File: src/rtl/pagebus_ctrl.sv
module pagebus_ctrl #(
  parameter int ADDR_W = 16,
  parameter int DATA_W = 8
) (
  input  logic              clk,
  input  logic              rst_n,
  input  logic [1:0]        speed,
  input  logic              req_valid,
  input  logic [1:0]        req_kind,
  input  logic [ADDR_W-1:0] req_addr,
  input  logic [DATA_W-1:0] req_wdata,
  output logic [DATA_W-1:0] rdata,
  output logic              done,
  output logic [ADDR_W/2-1:0] adr_port,
  output logic              ale,
  output logic              psen_n,
  output logic              rd_n,
  output logic              wr_n,
  output logic [DATA_W-1:0] dat_out,
  output logic              dat_oe,
  input  logic [DATA_W-1:0] dat_in
);
  localparam int HALF = ADDR_W / 2;
  localparam logic [1:0] K_FETCH = 2'd0;
  localparam logic [1:0] K_READ  = 2'd1;
  localparam logic [1:0] K_WRITE = 2'd2;
  localparam logic [1:0] K_NONE  = 2'd3;

  typedef enum logic [1:0] {S_IDLE, S_LATCH, S_XFER} st_t;

  st_t             st;
  logic [1:0]      cnt, len_q, kind_q, sel_len;
  logic [HALF-1:0] lo_q, page_q, req_hi, req_lo;
  logic            page_ok, last_data;
  logic            accept, is_data, miss;

  assign req_hi  = req_addr[ADDR_W-1:HALF];
  assign req_lo  = req_addr[HALF-1:0];
  assign is_data = req_kind != K_FETCH;
  assign accept  = (st == S_IDLE) && req_valid && (req_kind != K_NONE);
  assign miss    = !page_ok || (req_hi != page_q) ||
                   ((speed == 2'b00) && (is_data || last_data));
  assign sel_len = (speed == 2'b00) ? 2'd0 : (speed == 2'b01) ? 2'd1 : 2'd3;

  always_ff @(posedge clk or negedge rst_n) begin
    if (!rst_n) begin
      st        <= S_IDLE;
      cnt       <= '0;
      len_q     <= '0;
      kind_q    <= K_FETCH;
      lo_q      <= '0;
      page_q    <= '0;
      page_ok   <= 1'b0;
      last_data <= 1'b0;
      adr_port  <= '0;
      ale       <= 1'b0;
      psen_n    <= 1'b1;
      rd_n      <= 1'b1;
      wr_n      <= 1'b1;
      dat_oe    <= 1'b0;
      dat_out   <= '0;
      rdata     <= '0;
      done      <= 1'b0;
    end else begin
      done <= 1'b0;
      unique case (st)
        S_IDLE: if (accept) begin
          kind_q    <= req_kind;
          lo_q      <= req_lo;
          len_q     <= sel_len;
          cnt       <= sel_len;
          page_q    <= req_hi;
          page_ok   <= 1'b1;
          last_data <= is_data;
          dat_out   <= req_wdata;
          if (miss) begin
            st       <= S_LATCH;
            ale      <= 1'b1;
            adr_port <= req_hi;
          end else begin
            st       <= S_XFER;
            adr_port <= req_lo;
            psen_n   <= req_kind != K_FETCH;
            rd_n     <= req_kind != K_READ;
            wr_n     <= req_kind != K_WRITE;
            dat_oe   <= req_kind == K_WRITE;
          end
        end
        S_LATCH: if (cnt == 2'd0) begin
          st       <= S_XFER;
          cnt      <= len_q;
          ale      <= 1'b0;
          adr_port <= lo_q;
          psen_n   <= kind_q != K_FETCH;
          rd_n     <= kind_q != K_READ;
          wr_n     <= kind_q != K_WRITE;
          dat_oe   <= kind_q == K_WRITE;
        end else begin
          cnt <= cnt - 2'd1;
        end
        S_XFER: if (cnt == 2'd0) begin
          st     <= S_IDLE;
          psen_n <= 1'b1;
          rd_n   <= 1'b1;
          wr_n   <= 1'b1;
          dat_oe <= 1'b0;
          done   <= 1'b1;
          if (kind_q != K_WRITE) rdata <= dat_in;
        end else begin
          cnt <= cnt - 2'd1;
        end
        default: st <= S_IDLE;
      endcase
    end
  end
endmodule

File: config.mk
export PLATFORM = sky130hd
export DESIGN_NAME = pagebus_ctrl
export DESIGN_NICKNAME = d
export VERILOG_FILES = /design/src/rtl/pagebus_ctrl.sv
export SDC_FILE = /design/constraint.sdc
export NUM_CORES = 1
export LEC_CHECK = 0
export BUFFER_PORTS_ARGS = -buffer_cell sky130_fd_sc_hd__buf_2
export CAP_MARGIN = 10
export CORE_ASPECT_RATIO = 0.7
export CORE_MARGIN = 5
export CORE_UTILIZATION = 40
export DETAILED_ROUTE_END_ITERATION = 8
export GPL_TIMING_DRIVEN = 0
export SKIP_CTS_REPAIR_TIMING = 1
export SLEW_MARGIN = 20
export SYNTH_ARGS = -nofsm -noshare
export SYNTH_HDL_FRONTEND = slang
export SYNTH_SLANG_ARGS = --single-unit
export TNS_END_PERCENT = 5
File: constraint.sdc
create_clock -name clk -period 6 [get_ports clk]
set_input_delay 0.3 -clock clk [delete_from_list [all_inputs] [get_ports clk]]
set_output_delay 0.3 -clock clk [all_outputs]
set_load 0.005 [all_outputs]
==> results of run 1 <==
[cell usage after synthesis, drive strengths merged (4+ instances only)]
| master | instances |
|---|---|
| ha | 5 |
| dfrtp | 53 |
| a21oi | 15 |
| nor2 | 24 |
| o21ai | 6 |
| xnor2 | 8 |
| inv | 10 |
| buf | 9 |
| mux2i | 8 |
| a221oi | 8 |
| clkbuf | 4 |
| nor3 | 5 |
| nand2 | 8 |
| mux2 | 39 |
[layer usage]
layer  vias up  GRT usage  routed length, microns
li1        942          -                       -
met1       938      0.202                    2880
met2        59      0.213                    2390
met3        10     0.0569                     545
met4         2     0.0340                      52
met5         -          0                      13
[area by class of cell]
cell class | count | area, sq um | share of cell area
repair buffers | 67 | 338 | 0.104
well taps | 94 | 118 | 0.0361
clock buffers | 6 | 82.6 | 0.0253
clock inverters | 2 | 15.0 | 0.00460
plain buffers | 13 | 71.3 | 0.0219
multi-input cells | 147 | 1190 | 0.366
flip-flops and latches | 56 | 1410 | 0.431
inverters | 10 | 37.5 | 0.0115
[report_power, final]
group	switching, uW	internal, uW
Sequential	100	569
Clock	128	93.8
Combinational	390	388
Total	618	1050
[sequential cells by signal, indices dropped and copies added (netlist names)]
| signal | count |
|---|---|
| adr_port | 8 |
| dat_out | 8 |
| lo_q | 8 |
| page_q | 8 |
| rdata | 8 |
| cnt | 2 |
| kind_q | 2 |
| len_q | 2 |
| st | 2 |
| ale | 1 |
| dat_oe | 1 |
| done | 1 |
| last_data | 1 |
| page_ok | 1 |
| psen_n | 1 |
| rd_n | 1 |
| wr_n | 1 |
[cell families (layout without fill, tap and decap cells)]
kind of cell    count (synthesis)  count (layout)  synth area share
buf+inv                        23              98            0.0402
xor+xnor                        8               8            0.0259
compound gates                 43              43             0.128
simple gates                   44              44            0.0726
mux                            47              47             0.192
fa+ha+maj                       5               5            0.0231
flops                          56              56             0.519
[worst paths after layout]
kind | start | end | slack (ns) | cells past startpoint
max | st[0] | adr_port[1] | 3.66 | 9
min | rst_n | done | 0.03 | 1
max reg2reg | st[0] | adr_port[1] | 3.66 | 9
min reg2reg | len_q[0] | len_q[0] | 0.49 | 2
max in group asynchronous | rst_n | lo_q[4] | 5.50 | 1
min in group clk | req_wdata[7] | dat_out[7] | 0.21 | 2
[per-stage QoR]
stage           util  total power, uW  setup WS [ns]  cell area [sq um]
6_report       0.489             1670           3.66               3260
5_1_grt        0.489             1810           3.46               3260
3_5_place_dp   0.475             1460           3.68               3160
3_3_place_gp   0.474             1430           3.71               3160
2_1_floorplan      -             1210           4.03               2710
4_1_cts        0.489             1680           3.65               3260
==> metrics.txt, run 1 <==
# TYPE chip_impl_metric gauge
chip_impl_metric{name="maximum_clock_path_buffer_count",unit=""} 2
chip_impl_info{name="family_with_the_most_delay_on_the_worst_path",value="compound AO/OA/AOI/OAI gates"} 1
chip_impl_metric{name="top_level_ports",unit=""} 69
chip_impl_metric{name="post_detailed_route_drc_marker_count",unit=""} 0
chip_impl_metric{name="die_y",unit="microns"} 78.8
chip_impl_metric{name="grt_max_degree",unit=""} 57
chip_impl_metric{name="synth_sequential_area_ratio",unit=""} 0.519
chip_impl_metric{name="worst_path_largest_cell_delay",unit="ns"} 0.41
chip_impl_metric{name="worstPathBufferInverterCount",unit=""} 3
chip_impl_metric{name="holdWs",unit="ns"} 0.0349
chip_impl_info{name="min_path_type",value="in2async"} 1
chip_impl_metric{name="port_buffers",unit=""} 67
chip_impl_metric{name="routedWlPerCell",unit="microns"} 14.9
chip_impl_metric{name="total_routing_resource_utilization_after_global_routing",unit=""} 0.145
chip_impl_info{name="cp_cell_sequence",value="inv_1 -> ha_1 -> buf_2 -> nand2_1 -> a21o_1 -> a21oi_2 -> buf_2 -> nor2_1 -> a221oi_2"} 1
chip_impl_metric{name="detailed_place_hpwl",unit="microns"} 4250
chip_impl_metric{name="grt_first_pass_wirelength",unit="microns"} 9800
chip_impl_metric{name="syn_area_per_cell",unit="sq um"} 12.0
chip_impl_metric{name="synth.lib_cells_used.distinct",unit=""} 36
chip_impl_metric{name="fp.coreArea",unit="sq mm"} 0.00666
chip_impl_metric{name="fillerInstances",unit=""} 647
chip_impl_metric{name="cap_viol_max_count",unit=""} 0
chip_impl_metric{name="leakage",unit="uW"} 0.00145
chip_impl_metric{name="worst_slew_pin_slew",unit="ns"} 0.713
chip_impl_metric{name="std_cell_rows",unit=""} 25
chip_impl_metric{name="timing_max_transition_violations_final",unit=""} 0
chip_impl_metric{name="fmax",unit="GHz"} 0.428
chip_impl_metric{name="synthesis.area",unit="sq mm"} 0.00271
chip_impl_metric{name="syn2layout_area_growth",unit="%"} 20.4
chip_impl_metric{name="h_tree_lvls",unit=""} 2
chip_impl_info{name="synth_top_cells_by_area",value="dfrtp_1 49%, mux2_2 16%, a221oi_2 4.4%"} 1
chip_impl_metric{name="clk_latency",unit="ns"} 0.32
chip_impl_metric{name="critical_path_peak_fanout",unit=""} 10
chip_impl_metric{name="globalplace.congestion",unit=""} 0.811
chip_impl_metric{name="ir_worst_vdd",unit="V"} 0.000191
chip_impl_metric{name="synth_edf_count",unit=""} 0
chip_impl_metric{name="clock-sinks",unit=""} 56
chip_impl_metric{name="fin_cells",unit=""} 395
chip_impl_info{name="clock_tree_from_tritoncts",value="yes"} 1
chip_impl_info{name="synthFlopType",value="dfrtp_1"} 1
chip_impl_info{name="crit_type",value="reg2reg"} 1
chip_impl_metric{name="timing.max_slew.rel_slack",unit=""} 0.525
chip_impl_metric{name="initial_utilization",unit=""} 0.406
chip_impl_metric{name="via_per_inst",unit=""} 4.94
chip_impl_metric{name="globalRouteOverflowTotal",unit=""} 0
chip_impl_metric{name="drive_above_1_share",unit=""} 0.458
chip_impl_metric{name="final-hold-violation-count",unit=""} 0
chip_impl_info{name="worst_setup_path_start_kind",value="flip-flop"} 1
chip_impl_metric{name="detail_route.first_pass.iterations",unit=""} 4
chip_impl_metric{name="number_of_global_route_vias_before_repair",unit=""} 2005
chip_impl_metric{name="setup_tns_final",unit="ns"} 0
chip_impl_info{name="layout.cells.most_common_list",value="72 x buf_2, 53 x dfrtp_1, 39 x mux2_2"} 1
chip_impl_info{name="final_common_cell",value="buf_2"} 1
chip_impl_metric{name="cp_data_required_time",unit="ns"} 6.22
chip_impl_metric{name="route.antenna.remaining_nets",unit=""} 0
chip_impl_metric{name="n_antenna_cell",unit=""} 0
chip_impl_metric{name="yosysWarnings",unit=""} 0
chip_impl_metric{name="die_area",unit="sq mm"} 0.00854
chip_impl_metric{name="placed_cells_incl_taps",unit=""} 387
chip_impl_metric{name="nNetsFinal",unit=""} 344
chip_impl_info{name="crit_top_cell",value="buf_2"} 1
chip_impl_info{name="timing.critical_path.to_type",value="flip-flop"} 1
chip_impl_metric{name="route.final.wire_length",unit="microns"} 5890
chip_impl_metric{name="post_synth_net_total",unit=""} 270
chip_impl_metric{name="post-route-period-util",unit=""} 0.390
chip_impl_metric{name="die_w",unit="microns"} 108
chip_impl_metric{name="yosys_register_bits",unit=""} 56
chip_impl_metric{name="fin_crit_period",unit="ns"} 2.34
chip_impl_info{name="setup_repair_after_global_routing_missed_its_margin",value="false"} 1
chip_impl_metric{name="synthesis.instances",unit=""} 226
chip_impl_metric{name="power.density",unit="mW/mm^2"} 511
chip_impl_metric{name="number_of_antenna_violations_at_the_first_check_in_global_routing",unit=""} 1
chip_impl_info{name="run_status",value="complete, no violations"} 1
chip_impl_metric{name="finalSetupViolCount",unit=""} 0
chip_impl_info{name="clock-root-buffer",value="clkbuf_8"} 1
chip_impl_metric{name="tritoncts_buffer_count",unit=""} 5
chip_impl_metric{name="fin_worst_skew",unit="ns"} 0.0150
chip_impl_metric{name="yosysTopAreaCellShare",unit=""} 0.490
chip_impl_metric{name="timing.critical_path.arrival",unit="ns"} 2.56
chip_impl_info{name="critical_path.slowest_cell",value="dfrtp_1"} 1
chip_impl_metric{name="detail_route.iter0.violations",unit=""} 68
chip_impl_metric{name="ys_async_sr_fraction",unit=""} 1.00
chip_impl_info{name="synth_top_cell_by_area",value="dfrtp_1"} 1
chip_impl_metric{name="vias",unit=""} 1951
chip_impl_metric{name="clk_pin_slew",unit="ns"} 0.10
No activity file was read; power rests on OpenSTA's default activity.
==> inputs of run 2 (changes only) <==
--- a/config.mk
+++ b/config.mk
@@ -12,6 +12,7 @@
 export CORE_UTILIZATION = 40
 export DETAILED_ROUTE_END_ITERATION = 8
 export GPL_TIMING_DRIVEN = 0
+export PLACE_DENSITY = 0.65
 export SKIP_CTS_REPAIR_TIMING = 1
 export SLEW_MARGIN = 20
 export SYNTH_ARGS = -nofsm -noshare
==> constraint.sdc (replaced) <==
create_clock -name clk -period 1.9 [get_ports clk]
set_input_delay 0.095 -clock clk [delete_from_list [all_inputs] [get_ports clk]]
set_output_delay 0.095 -clock clk [all_outputs]
set_load 0.005 [all_outputs]
==> metrics.txt, run 2 (synthesized netlist as in run 1, its figures left out) <==
# TYPE chip_impl_metric gauge
chip_impl_metric{name="grt_util_met3",unit=""} 0.0471
chip_impl_metric{name="detail_route.iter0.violations",unit=""} 97
chip_impl_info{name="min_path_type",value="in2reg"} 1
chip_impl_metric{name="number_of_global_route_vias_before_repair",unit=""} 1976
chip_impl_metric{name="globalplace.congestion",unit=""} 0.813
chip_impl_metric{name="cp_data_required_time",unit="ns"} 2.11
chip_impl_metric{name="timing_max_transition_violations_final",unit=""} 0
chip_impl_info{name="layout.cells.most_common_list",value="68 x buf_2, 53 x dfrtp_1, 39 x mux2_2"} 1
chip_impl_metric{name="min_path_cells",unit=""} 2
chip_impl_metric{name="fin_crit_period",unit="ns"} 1.87
chip_impl_metric{name="detailed_place_hpwl",unit="microns"} 4140
chip_impl_info{name="final_common_cell",value="buf_2"} 1
chip_impl_metric{name="route.antenna.remaining_nets",unit=""} 0
chip_impl_metric{name="number_of_antenna_violations_at_the_first_check_in_global_routing",unit=""} 0
chip_impl_metric{name="tritoncts_buffer_count",unit=""} 5
chip_impl_metric{name="fp.coreArea",unit="sq mm"} 0.00666
chip_impl_metric{name="drive_above_1_share",unit=""} 0.487
chip_impl_metric{name="critical_path_peak_fanout",unit=""} 8
chip_impl_metric{name="power.combinational.fraction",unit=""} 0.466
chip_impl_metric{name="post-route-period-util",unit=""} 0.986
chip_impl_metric{name="gr-usage-met1",unit=""} 0.203
chip_impl_metric{name="timing.critical_path.arrival",unit="ns"} 2.08
chip_impl_info{name="grt-busiest-layer",value="met2"} 1
chip_impl_metric{name="p_clk_frac",unit=""} 0.164
chip_impl_info{name="min-delay-start",value="req_wdata[0]"} 1
chip_impl_metric{name="die_area",unit="sq mm"} 0.00854
chip_impl_metric{name="grt_max_degree",unit=""} 57
chip_impl_metric{name="clk_latency",unit="ns"} 0.31
chip_impl_metric{name="grt_use_met2",unit=""} 0.212
chip_impl_metric{name="ir_worst_vdd",unit="V"} 0.000632
chip_impl_metric{name="route.final.wire_length",unit="microns"} 5740
chip_impl_metric{name="routedWlPerCell",unit="microns"} 14.3
chip_impl_metric{name="via_per_inst",unit=""} 4.90
chip_impl_info{name="timing.critical_path.to_type",value="flip-flop"} 1
chip_impl_info{name="run_status",value="complete, no violations"} 1
chip_impl_metric{name="timing.max_slew.rel_slack",unit=""} 0.527
chip_impl_metric{name="port_buffers",unit=""} 67
chip_impl_metric{name="cell_internal_pwr",unit="uW"} 3720
chip_impl_metric{name="power.share.switching",unit=""} 0.350
chip_impl_metric{name="clock-sinks",unit=""} 56
chip_impl_metric{name="finalSetupViolCount",unit=""} 0
chip_impl_metric{name="final-hold-violation-count",unit=""} 0
chip_impl_metric{name="vias",unit=""} 1968
chip_impl_metric{name="clk_pin_slew",unit="ns"} 0.10
chip_impl_metric{name="std_cell_rows",unit=""} 25
chip_impl_metric{name="cap_viol_max_count",unit=""} 0
chip_impl_metric{name="maximum_clock_path_buffer_count",unit=""} 2
chip_impl_metric{name="total_routing_resource_utilization_after_global_routing",unit=""} 0.142
chip_impl_info{name="worst_setup_path_start_kind",value="flip-flop"} 1
chip_impl_metric{name="globalRouteOverflowTotal",unit=""} 0
chip_impl_metric{name="power.density",unit="mW/mm^2"} 1660
chip_impl_metric{name="holdWs",unit="ns"} 0.0106
chip_impl_metric{name="grt_first_pass_wirelength",unit="microns"} 9640
chip_impl_metric{name="post_detailed_route_drc_marker_count",unit=""} 0
chip_impl_metric{name="fin_cells",unit=""} 402
chip_impl_metric{name="fin_worst_skew",unit="ns"} 0.00979
chip_impl_info{name="crit_type",value="reg2reg"} 1
chip_impl_metric{name="detail_route.first_pass.iterations",unit=""} 4
chip_impl_metric{name="switching_power",unit="uW"} 2000
chip_impl_metric{name="nNetsFinal",unit=""} 351
chip_impl_metric{name="die_w",unit="microns"} 108
chip_impl_metric{name="die_y",unit="microns"} 78.8
chip_impl_metric{name="fmax",unit="GHz"} 0.534
chip_impl_metric{name="n_antenna_cell",unit=""} 0
chip_impl_metric{name="top_level_ports",unit=""} 69
chip_impl_metric{name="reg2reg_slack",unit="ns"} 0.03
chip_impl_info{name="setup_repair_after_global_routing_missed_its_margin",value="true"} 1
chip_impl_metric{name="worst_slew_pin_slew",unit="ns"} 0.710
chip_impl_info{name="clock_tree_from_tritoncts",value="yes"} 1
chip_impl_metric{name="leakage",unit="uW"} 0.00154
chip_impl_info{name="critical_path.reg2reg.endpoint",value="ale"} 1
chip_impl_metric{name="h_tree_lvls",unit=""} 2
chip_impl_metric{name="share_seq_of_total_power",unit=""} 0.371
chip_impl_metric{name="placed_cells_incl_taps",unit=""} 387
chip_impl_metric{name="initial_utilization",unit=""} 0.406
chip_impl_info{name="clock-root-buffer",value="clkbuf_8"} 1
chip_impl_info{name="min_to",value="dat_out[0]"} 1
chip_impl_metric{name="syn2layout_area_growth",unit="%"} 27.2
chip_impl_metric{name="reg2reg_depth",unit=""} 8
chip_impl_info{name="rr_startpoint",value="st[0]"} 1
## run 2: cell types whose count changed in the layout (fill, tap and decap cells not counted), sizes merged
cell / delta
clkinvlp: -2
buf: +5
bufinv: +2
dlygate4sd3: +4
inv: +1
clkbuf: -3
## run 2: worst max path at each step
stage | from | end | slack [ns] | cells after the start
after floorplan | st[0] | ale | -0.02 | 8
after global routing | st[1] | ale | -0.07 | 8
after global placement | st[0] | adr_port[1] | -0.28 | 9
final | st[0] | ale | 0.03 | 8
after CTS | st[0] | adr_port[1] | -0.33 | 9
after detailed placement | st[0] | adr_port[1] | -0.30 | 9
## run 2: worst max-delay path, cell delays in order, from the launching register on
cell      delay, ns
dfrtp_1        0.42
inv_2          0.08
ha_1           0.17
buf_6          0.13
nand2_2        0.07
a21o_4         0.22
a21oi_4        0.16
a21boi_2       0.18
mux2_2         0.34
## run 2: final cells by class
class	count	area [sq um]
clock inverter	3	68.8
sequential	56	1410
timing repair buffer	75	408
multi-input combinational	147	1240
buffer	12	97.6
tap	94	118
clock buffer	5	68.8
fill	623	3220
inverter	10	37.5
## run 2: power by group through the flow
stage / registers, uW / logic [uW] / clock network (uW)
final: 2120 / 2660 / 936
after detailed placement: 2140 / 2470 / 0
after global routing: 2190 / 2960 / 1020
after global placement: 2110 / 2420 / 0
after CTS: 2110 / 2480 / 969
after floorplan: 2130 / 1720 / 0
## run 2: per-layer routing
layer  up-vias  part of all wire
met1       941              0.48
met4         0            0.0047
met2        58              0.43
met5         -                 0
met3         5             0.083
li1        964                 -
## run 2: stage by stage
step	total power [uW]	area (sq um)	worst slack, ns	TNS [ns]	utilization
after floorplan	3850	2720	-0.0224	-0.0599	-
after global placement	4530	3170	-0.285	-6.43	0.476
after detailed placement	4610	3170	-0.300	-7.75	0.476
after CTS	5560	3310	-0.334	-8.84	0.497
after global routing	6170	3440	-0.0728	-0.146	0.517
final	5710	3440	0.0266	0	0.517
